File: src/rtl/merge_wbuf_pkg.sv
package merge_wbuf_pkg;
  typedef struct packed {
    logic doAlloc;
    logic doMerge;
    logic doRetire;
    logic lockHead;
  } wbStrobes_t;
endpackage

File: src/rtl/merge_wbuf_dp.sv
module merge_wbuf_dp
  import merge_wbuf_pkg::*;
#(
  parameter int ADDR_W = 16,
  parameter int DATA_W = 32,
  parameter int WORDS  = 4,
  parameter int DEPTH  = 4,
  localparam int OFF_W = $clog2(WORDS),
  localparam int TAG_W = ADDR_W - OFF_W,
  localparam int PTR_W = $clog2(DEPTH)
) (
  input  logic                    clk,
  input  logic                    rstN,
  input  wbStrobes_t              strobes,
  input  logic [PTR_W-1:0]        headPtr,
  input  logic [PTR_W-1:0]        tailPtr,
  input  logic [ADDR_W-1:0]       stAddr,
  input  logic [DATA_W-1:0]       stData,
  input  logic [ADDR_W-1:0]       rdAddr,
  output logic                    storeMatch,
  output logic                    rawHit,
  output logic [DATA_W-1:0]       rdData,
  output logic [TAG_W-1:0]        drAddr,
  output logic [WORDS*DATA_W-1:0] drData,
  output logic [WORDS-1:0]        drMask
);
  logic              slotValid [DEPTH];
  logic [TAG_W-1:0]  slotTag   [DEPTH];
  logic [WORDS-1:0]  slotMask  [DEPTH];
  logic [DATA_W-1:0] slotData  [DEPTH][WORDS];

  logic [OFF_W-1:0] stOff, rdOff;
  logic [TAG_W-1:0] stTag, rdTag;
  logic [PTR_W-1:0] matchIdx;

  assign stOff = stAddr[OFF_W-1:0];
  assign stTag = stAddr[ADDR_W-1:OFF_W];
  assign rdOff = rdAddr[OFF_W-1:0];
  assign rdTag = rdAddr[ADDR_W-1:OFF_W];

  // Store compare against every open slot; the slot on the drain port is closed.
  always_comb begin
    storeMatch = 1'b0;
    matchIdx   = '0;
    for (int i = 0; i < DEPTH; i++) begin
      if (slotValid[i] && slotTag[i] == stTag &&
          !(strobes.lockHead && PTR_W'(i) == headPtr)) begin
        storeMatch = 1'b1;
        matchIdx   = PTR_W'(i);
      end
    end
  end

  // Read lookup walks slots oldest to newest so the newest copy wins.
  always_comb begin
    logic [PTR_W-1:0] idx;
    rawHit = 1'b0;
    rdData = '0;
    for (int k = 0; k < DEPTH; k++) begin
      idx = headPtr + PTR_W'(k);
      if (slotValid[idx] && slotTag[idx] == rdTag && slotMask[idx][rdOff]) begin
        rawHit = 1'b1;
        rdData = slotData[idx][rdOff];
      end
    end
  end

  always_ff @(posedge clk or negedge rstN) begin
    if (!rstN) begin
      for (int i = 0; i < DEPTH; i++) begin
        slotValid[i] <= 1'b0;
        slotTag[i]   <= '0;
        slotMask[i]  <= '0;
        for (int w = 0; w < WORDS; w++) slotData[i][w] <= '0;
      end
    end else begin
      if (strobes.doRetire) begin
        slotValid[headPtr] <= 1'b0;
        slotMask[headPtr]  <= '0;
      end
      if (strobes.doAlloc) begin
        slotValid[tailPtr] <= 1'b1;
        slotTag[tailPtr]   <= stTag;
        slotMask[tailPtr]  <= WORDS'(1) << stOff;
        for (int w = 0; w < WORDS; w++)
          slotData[tailPtr][w] <= (OFF_W'(w) == stOff) ? stData : '0;
      end
      if (strobes.doMerge) begin
        slotMask[matchIdx][stOff] <= 1'b1;
        slotData[matchIdx][stOff] <= stData;
      end
    end
  end

  assign drAddr = slotTag[headPtr];
  assign drMask = slotMask[headPtr];
  for (genvar w = 0; w < WORDS; w++) begin : g_drWord
    assign drData[w*DATA_W +: DATA_W] = slotData[headPtr][w];
  end
endmodule

File: src/rtl/merge_wbuf_ctrl.sv
module merge_wbuf_ctrl
  import merge_wbuf_pkg::*;
#(
  parameter int DEPTH = 4,
  localparam int PTR_W = $clog2(DEPTH),
  localparam int CNT_W = $clog2(DEPTH + 1)
) (
  input  logic             clk,
  input  logic             rstN,
  input  logic             stValid,
  input  logic             storeMatch,
  input  logic             rdMiss,
  input  logic             drReady,
  output wbStrobes_t       strobes,
  output logic [PTR_W-1:0] headPtr,
  output logic [PTR_W-1:0] tailPtr,
  output logic             full,
  output logic             stStall,
  output logic             drValid
);
  logic [CNT_W-1:0] count;
  logic             drBusy;

  assign full    = (count == CNT_W'(DEPTH));
  assign stStall = stValid && !storeMatch && full;
  assign drValid = drBusy;

  assign strobes.doMerge  = stValid && storeMatch;
  assign strobes.doAlloc  = stValid && !storeMatch && !full;
  assign strobes.doRetire = drBusy && drReady;
  assign strobes.lockHead = drBusy;

  always_ff @(posedge clk or negedge rstN) begin
    if (!rstN) begin
      count   <= '0;
      headPtr <= '0;
      tailPtr <= '0;
      drBusy  <= 1'b0;
    end else begin
      count <= count + CNT_W'(strobes.doAlloc) - CNT_W'(strobes.doRetire);
      if (strobes.doAlloc)  tailPtr <= tailPtr + 1'b1;
      if (strobes.doRetire) headPtr <= headPtr + 1'b1;
      if (strobes.doRetire)                                drBusy <= 1'b0;
      else if (!drBusy && count != '0 && !rdMiss)          drBusy <= 1'b1;
    end
  end
endmodule

File: src/rtl/merge_wbuf.sv
module merge_wbuf
  import merge_wbuf_pkg::*;
#(
  parameter int ADDR_W = 16,
  parameter int DATA_W = 32,
  parameter int WORDS  = 4,
  parameter int DEPTH  = 4,
  localparam int TAG_W = ADDR_W - $clog2(WORDS),
  localparam int PTR_W = $clog2(DEPTH)
) (
  input  logic                    clk,
  input  logic                    rstN,
  input  logic                    stValid,
  input  logic [ADDR_W-1:0]       stAddr,
  input  logic [DATA_W-1:0]       stData,
  output logic                    stStall,
  output logic                    full,
  input  logic                    rdValid,
  input  logic [ADDR_W-1:0]       rdAddr,
  output logic                    rdHit,
  output logic [DATA_W-1:0]       rdData,
  output logic                    rdToMem,
  output logic                    drValid,
  input  logic                    drReady,
  output logic [TAG_W-1:0]        drAddr,
  output logic [WORDS*DATA_W-1:0] drData,
  output logic [WORDS-1:0]        drMask
);
  wbStrobes_t       strobes;
  logic [PTR_W-1:0] headPtr, tailPtr;
  logic             storeMatch, rawHit;

  assign rdHit   = rdValid && rawHit;
  assign rdToMem = rdValid && !rawHit;

  merge_wbuf_ctrl #(.DEPTH(DEPTH)) u_ctrl (
    .clk(clk), .rstN(rstN), .stValid(stValid), .storeMatch(storeMatch),
    .rdMiss(rdToMem), .drReady(drReady), .strobes(strobes),
    .headPtr(headPtr), .tailPtr(tailPtr), .full(full),
    .stStall(stStall), .drValid(drValid)
  );

  merge_wbuf_dp #(.ADDR_W(ADDR_W), .DATA_W(DATA_W), .WORDS(WORDS), .DEPTH(DEPTH)) u_dp (
    .clk(clk), .rstN(rstN), .strobes(strobes), .headPtr(headPtr), .tailPtr(tailPtr),
    .stAddr(stAddr), .stData(stData), .rdAddr(rdAddr), .storeMatch(storeMatch),
    .rawHit(rawHit), .rdData(rdData), .drAddr(drAddr), .drData(drData), .drMask(drMask)
  );
endmodule

File: config.mk
export PLATFORM = sky130hd
export DESIGN_NAME = merge_wbuf
export DESIGN_NICKNAME = d
export VERILOG_FILES = /design/src/rtl/merge_wbuf_pkg.sv /design/src/rtl/merge_wbuf_dp.sv /design/src/rtl/merge_wbuf_ctrl.sv /design/src/rtl/merge_wbuf.sv
export SDC_FILE = /design/constraint.sdc
export NUM_CORES = 2
export LEC_CHECK = 0
export ABC_CLOCK_PERIOD_IN_PS = 4500
export BUFFER_PORTS_ARGS = -buffer_cell sky130_fd_sc_hd__buf_2
export CAP_MARGIN = 20
export CORE_UTILIZATION = 50
export CTS_BUF_LIST = sky130_fd_sc_hd__clkbuf_8
export CTS_CLUSTER_DIAMETER = 50
export CTS_CLUSTER_SIZE = 20
export DETAILED_ROUTE_END_ITERATION = 12
export PLACE_DENSITY = 0.73
export SLEW_MARGIN = 20
export SYNTH_ARGS = -nofsm -noshare
export SYNTH_HDL_FRONTEND = slang
export SYNTH_SLANG_ARGS = --single-unit
File: constraint.sdc
create_clock -name clk -period 4.5 [get_ports clk]
set_input_delay 0.225 -clock clk [delete_from_list [all_inputs] [get_ports clk]]
set_output_delay 0.225 -clock clk [all_outputs]
set_load 0.1 [all_outputs]
==> run_results.csv <==
group,metric,value,unit
logic_synthesis,syn_inst,2704,
critical_path,worst_setup_path_end_kind,"output pin",
critical_path,path_class,"reg -> out",
global_routing,busiest_layer,"met2",
global_routing,grt_pass1_wl,215000,um
cts,cts_tree,"done",
status,violations,"negative setup slack",
cts,cts_root_buf,"clkbuf_8",
critical_path,crit_arrival,4.35,ns
drt,via_count,31500,
run,maxCapViolCount,0,
die,num_rows,105,
global_routing,grt_pass1_vias,31800,
cts,cts_sinks,596,
global_routing,use_met2,0.528,
drt,first_pass_iters,6,
logic_synthesis,synthTopCellsByArea,"mux4_2, dfrtp_1, a22o_1, xnor2_1, mux4_1",
critical_path,worst_setup_path_start_kind,"flip-flop",
drt,viasPerCell,7.91,
finish,layout.nets,2925,
sta,rsz0062_at_grt,"yes",
logic_synthesis,synthDominantCellAreaShare,0.366,
placed_design,port_buffers,251,
critical_path,slowest_stage,"mux4_1",
sta,hold_violations,0,
critical_path,crit_fanout,8,
global_routing,grtUsageMet3,0.0953,
sta,fin_skew,0.0570,ns
logic_synthesis,synth_top_cell_by_area,"mux4_2",
status,outcome,"complete, but fails checks",
global_routing,gr-total-overflow,0,
critical_path,reg2reg_depth,14,
sta,max_freq,0.219,GHz
finish,drive_gt1_frac,0.487,
hold_path,hold_depth,5,
die,num_io_pins,252,
global_routing,grt_usage,0.340,
logic_synthesis,synthesis.nets,2784,
finish,layout.cells.non_filler,3982,
die,coreArea,82400,um2
global_routing,gr-usage-met1,0.434,
logic_synthesis,synth_cell_type_count,57,
logic_synthesis,seq_area_frac_synth,0.357,
drt,first_iter_violations,4413,
die,dieArea,84700,um2
global_routing,antenna_found_initial,6,
logic_synthesis,syn_area_per_cell,15.5,um2
critical_path,crit_chain,"inv_4 -> ha_4 -> buf_12 -> buf_8 -> mux4_1 -> xnor2_1 -> and4bb_2 -> nand3_4 -> buf_12 -> buf_12 -> mux2_2 -> a221o_2 -> buf_12",
sta,period_needed,4.57,ns
logic_synthesis,syn_area,41800,um2
cts,cts_buffer_depth,3,
cts,htreeDepth,3,
critical_path,cp.required,4.28,ns
placed_design,dp_hpwl,84700,um
finish,area_delta_synth_final,15.3,%
cts,clk_latency,0.75,ns
drt,wirelength,144000,um
die,initial_core_util,0.507,
die,die_h,291,um
global_routing,grt_max_degree,112,
sta,relSlewSlack,0.375,
logic_synthesis,yosys_warnings,0,
sta,post-route-period-util,1.02,
drt,drc_errors,0,
critical_path,slowest_delay,0.60,ns
drt,antenna_left,0,
logic_synthesis,synth_seq_cells,596,
hold_path,hold_class,"in -> reg",
sta,worstMarginPinSlew,0.936,ns
drt,wl_per_cell,36.1,um
cts,cts_buffers,78,
sta,setup_ws,-0.0728,ns
die,die_w,291,um
critical_path,timing.critical_path.mode_cell,"buf_12",
sta,slew_violations,0,
cts,clk_pin_slew_worst_paths,0.10,ns
sta,setup_violations,19,
placed_design,routabilityCongestion,0.923,
placed_design,numPlacedInstances,3754,
final cells by class:
class | instances | area, um2
Tap cell | 1070 | 1340
Sequential cell | 596 | 14900
Clock buffer | 84 | 1160
Timing Repair Buffer | 435 | 4280
Antenna cell | 4 | 10.0
Multi-Input combinational cell | 1724 | 25600
Clock inverter | 59 | 781
Fill cell | 6101 | 34200
Inverter | 10 | 42.5
logic make-up after synthesis:
group	Yosys count	share of synthesized area
buffers and inverters	384	0.0470
and+or+nand+nor	181	0.0258
adders and majority gates	11	0.00347
muxes	808	0.415
xor gates and xnor gates	116	0.0247
AOI/OAI and AO/OA	608	0.127
DFF	596	0.357
metrics by stage:
stage	hold WS (ns)	util	cell area (um2)	worst slack, ns	setup TNS (ns)
after floorplan	-0.0706	-	42200	-0.0919	-0.187
after global placement	0.368	0.545	44900	0.346	0
after detailed placement	0.379	0.545	44900	0.250	0
after CTS	0.0532	0.583	48000	-0.0988	-1.34
after global routing	0.104	0.585	48100	-0.183	-3.09
final	0.0836	0.585	48100	-0.0728	-0.498
layout by cell type (no fill, tap or decap), types with 7 or more instances in the layout:
| cell type | n |
|---|---|
| a221o_4 | 30 |
| a31o_2 | 12 |
| mux4_1 | 27 |
| inv_12 | 7 |
| a22oi_1 | 8 |
| a22o_1 | 513 |
| buf_12 | 77 |
| xnor2_1 | 91 |
| buf_2 | 214 |
| mux2_2 | 60 |
| nand2_1 | 43 |
| mux4_2 | 685 |
| inv_1 | 9 |
| dfrtp_1 | 594 |
| buf_16 | 12 |
| buf_4 | 65 |
| nor3b_1 | 34 |
| xnor2_2 | 15 |
| mux2_4 | 30 |
| nand4_1 | 29 |
| o21a_2 | 7 |
| dlygate4sd3_1 | 48 |
| clkinv_4 | 7 |
| clkinv_8 | 11 |
| a21oi_4 | 10 |
| nor2_1 | 11 |
| ha_1 | 9 |
| a21boi_4 | 10 |
| xor2_1 | 10 |
| inv_6 | 13 |
| clkbuf_8 | 85 |
| nand3_1 | 7 |
timing repair:
item	in CTS	in global routing
pin swaps	11	11
gates resized for setup	58	10
hold buffers	48	0
setup buffers	18	5
gates cloned	8	2
hold endpoints to repair	669	0
endpoints found under the setup margin	34	33
per-layer routing:
| metal | vias to the layer above | share of wire |
|---|---|---|
| met4 | 2 | 0.057 |
| met3 | 494 | 0.13 |
| met1 | 16500 | 0.34 |
| met5 | - | 0.000090 |
| met2 | 2654 | 0.48 |
| li1 | 11800 | - |
critical path: cells and delay by family, from the launching register on:
| kind | cells | cell delay, ns |
|---|---|---|
| AOI/OAI and AO/OA | 1 | 0.43 |
| and+or+nand+nor | 2 | 0.43 |
| buffers and inverters | 6 | 0.85 |
| muxes | 2 | 0.87 |
| adders and majority gates | 1 | 0.29 |
| DFF | 1 | 0.47 |
| xor gates and xnor gates | 1 | 0.26 |
worst paths after layout:
path	from	end	slack (ns)
hold / removal	stValid	u_ctrl.tailPtr[0]	0.08
hold reg to reg	u_ctrl.count[0]	u_ctrl.count[0]	0.52
setup reg to reg	u_ctrl.headPtr[0]	u_dp.slotData[306]	0.20
max in group asynchronous	rstN	u_dp.slotData[238]	3.04
setup / recovery	u_ctrl.headPtr[0]	rdData[31]	-0.07
min in group asynchronous	rstN	u_dp.slotData[360]	0.17
registers in the layout, summed over array words and instances (netlist names):
signal          flops
u_ctrl.drValid      1
u_dp.slotTag       56
u_dp.slotValid      4
u_ctrl.tailPtr      2
u_ctrl.count        3
u_dp.slotData     512
u_ctrl.headPtr      2
u_dp.slotMask      16
synth_stat cells, drive strengths merged:
master	count
buf	241
nand2b	4
o31a	2
a21boi	13
a21oi	12
o211ai	1
nor3	6
xor2	10
clkbuf	133
nor2	15
nor3b	35
o21a	7
nand4b	3
dfrtp	596
nand2	44
a211oi	1
nand4	29
mux2	90
mux2i	6
and2	7
xnor2	106
a221o	32
nor2b	5
mux4	712
fa	1
nand3	10
and4b	1
nor4b	2
ha	10
a21o	5
nor4	8
a31o	12
a22o	513
o21ai	2
or3	3
inv	10
or4	2
and3	6
and4bb	1
a22oi	8
Power is left out: the tool's default activity adds up to more than one toggle a clock period on the data nets, which glitch-free logic cannot reach.
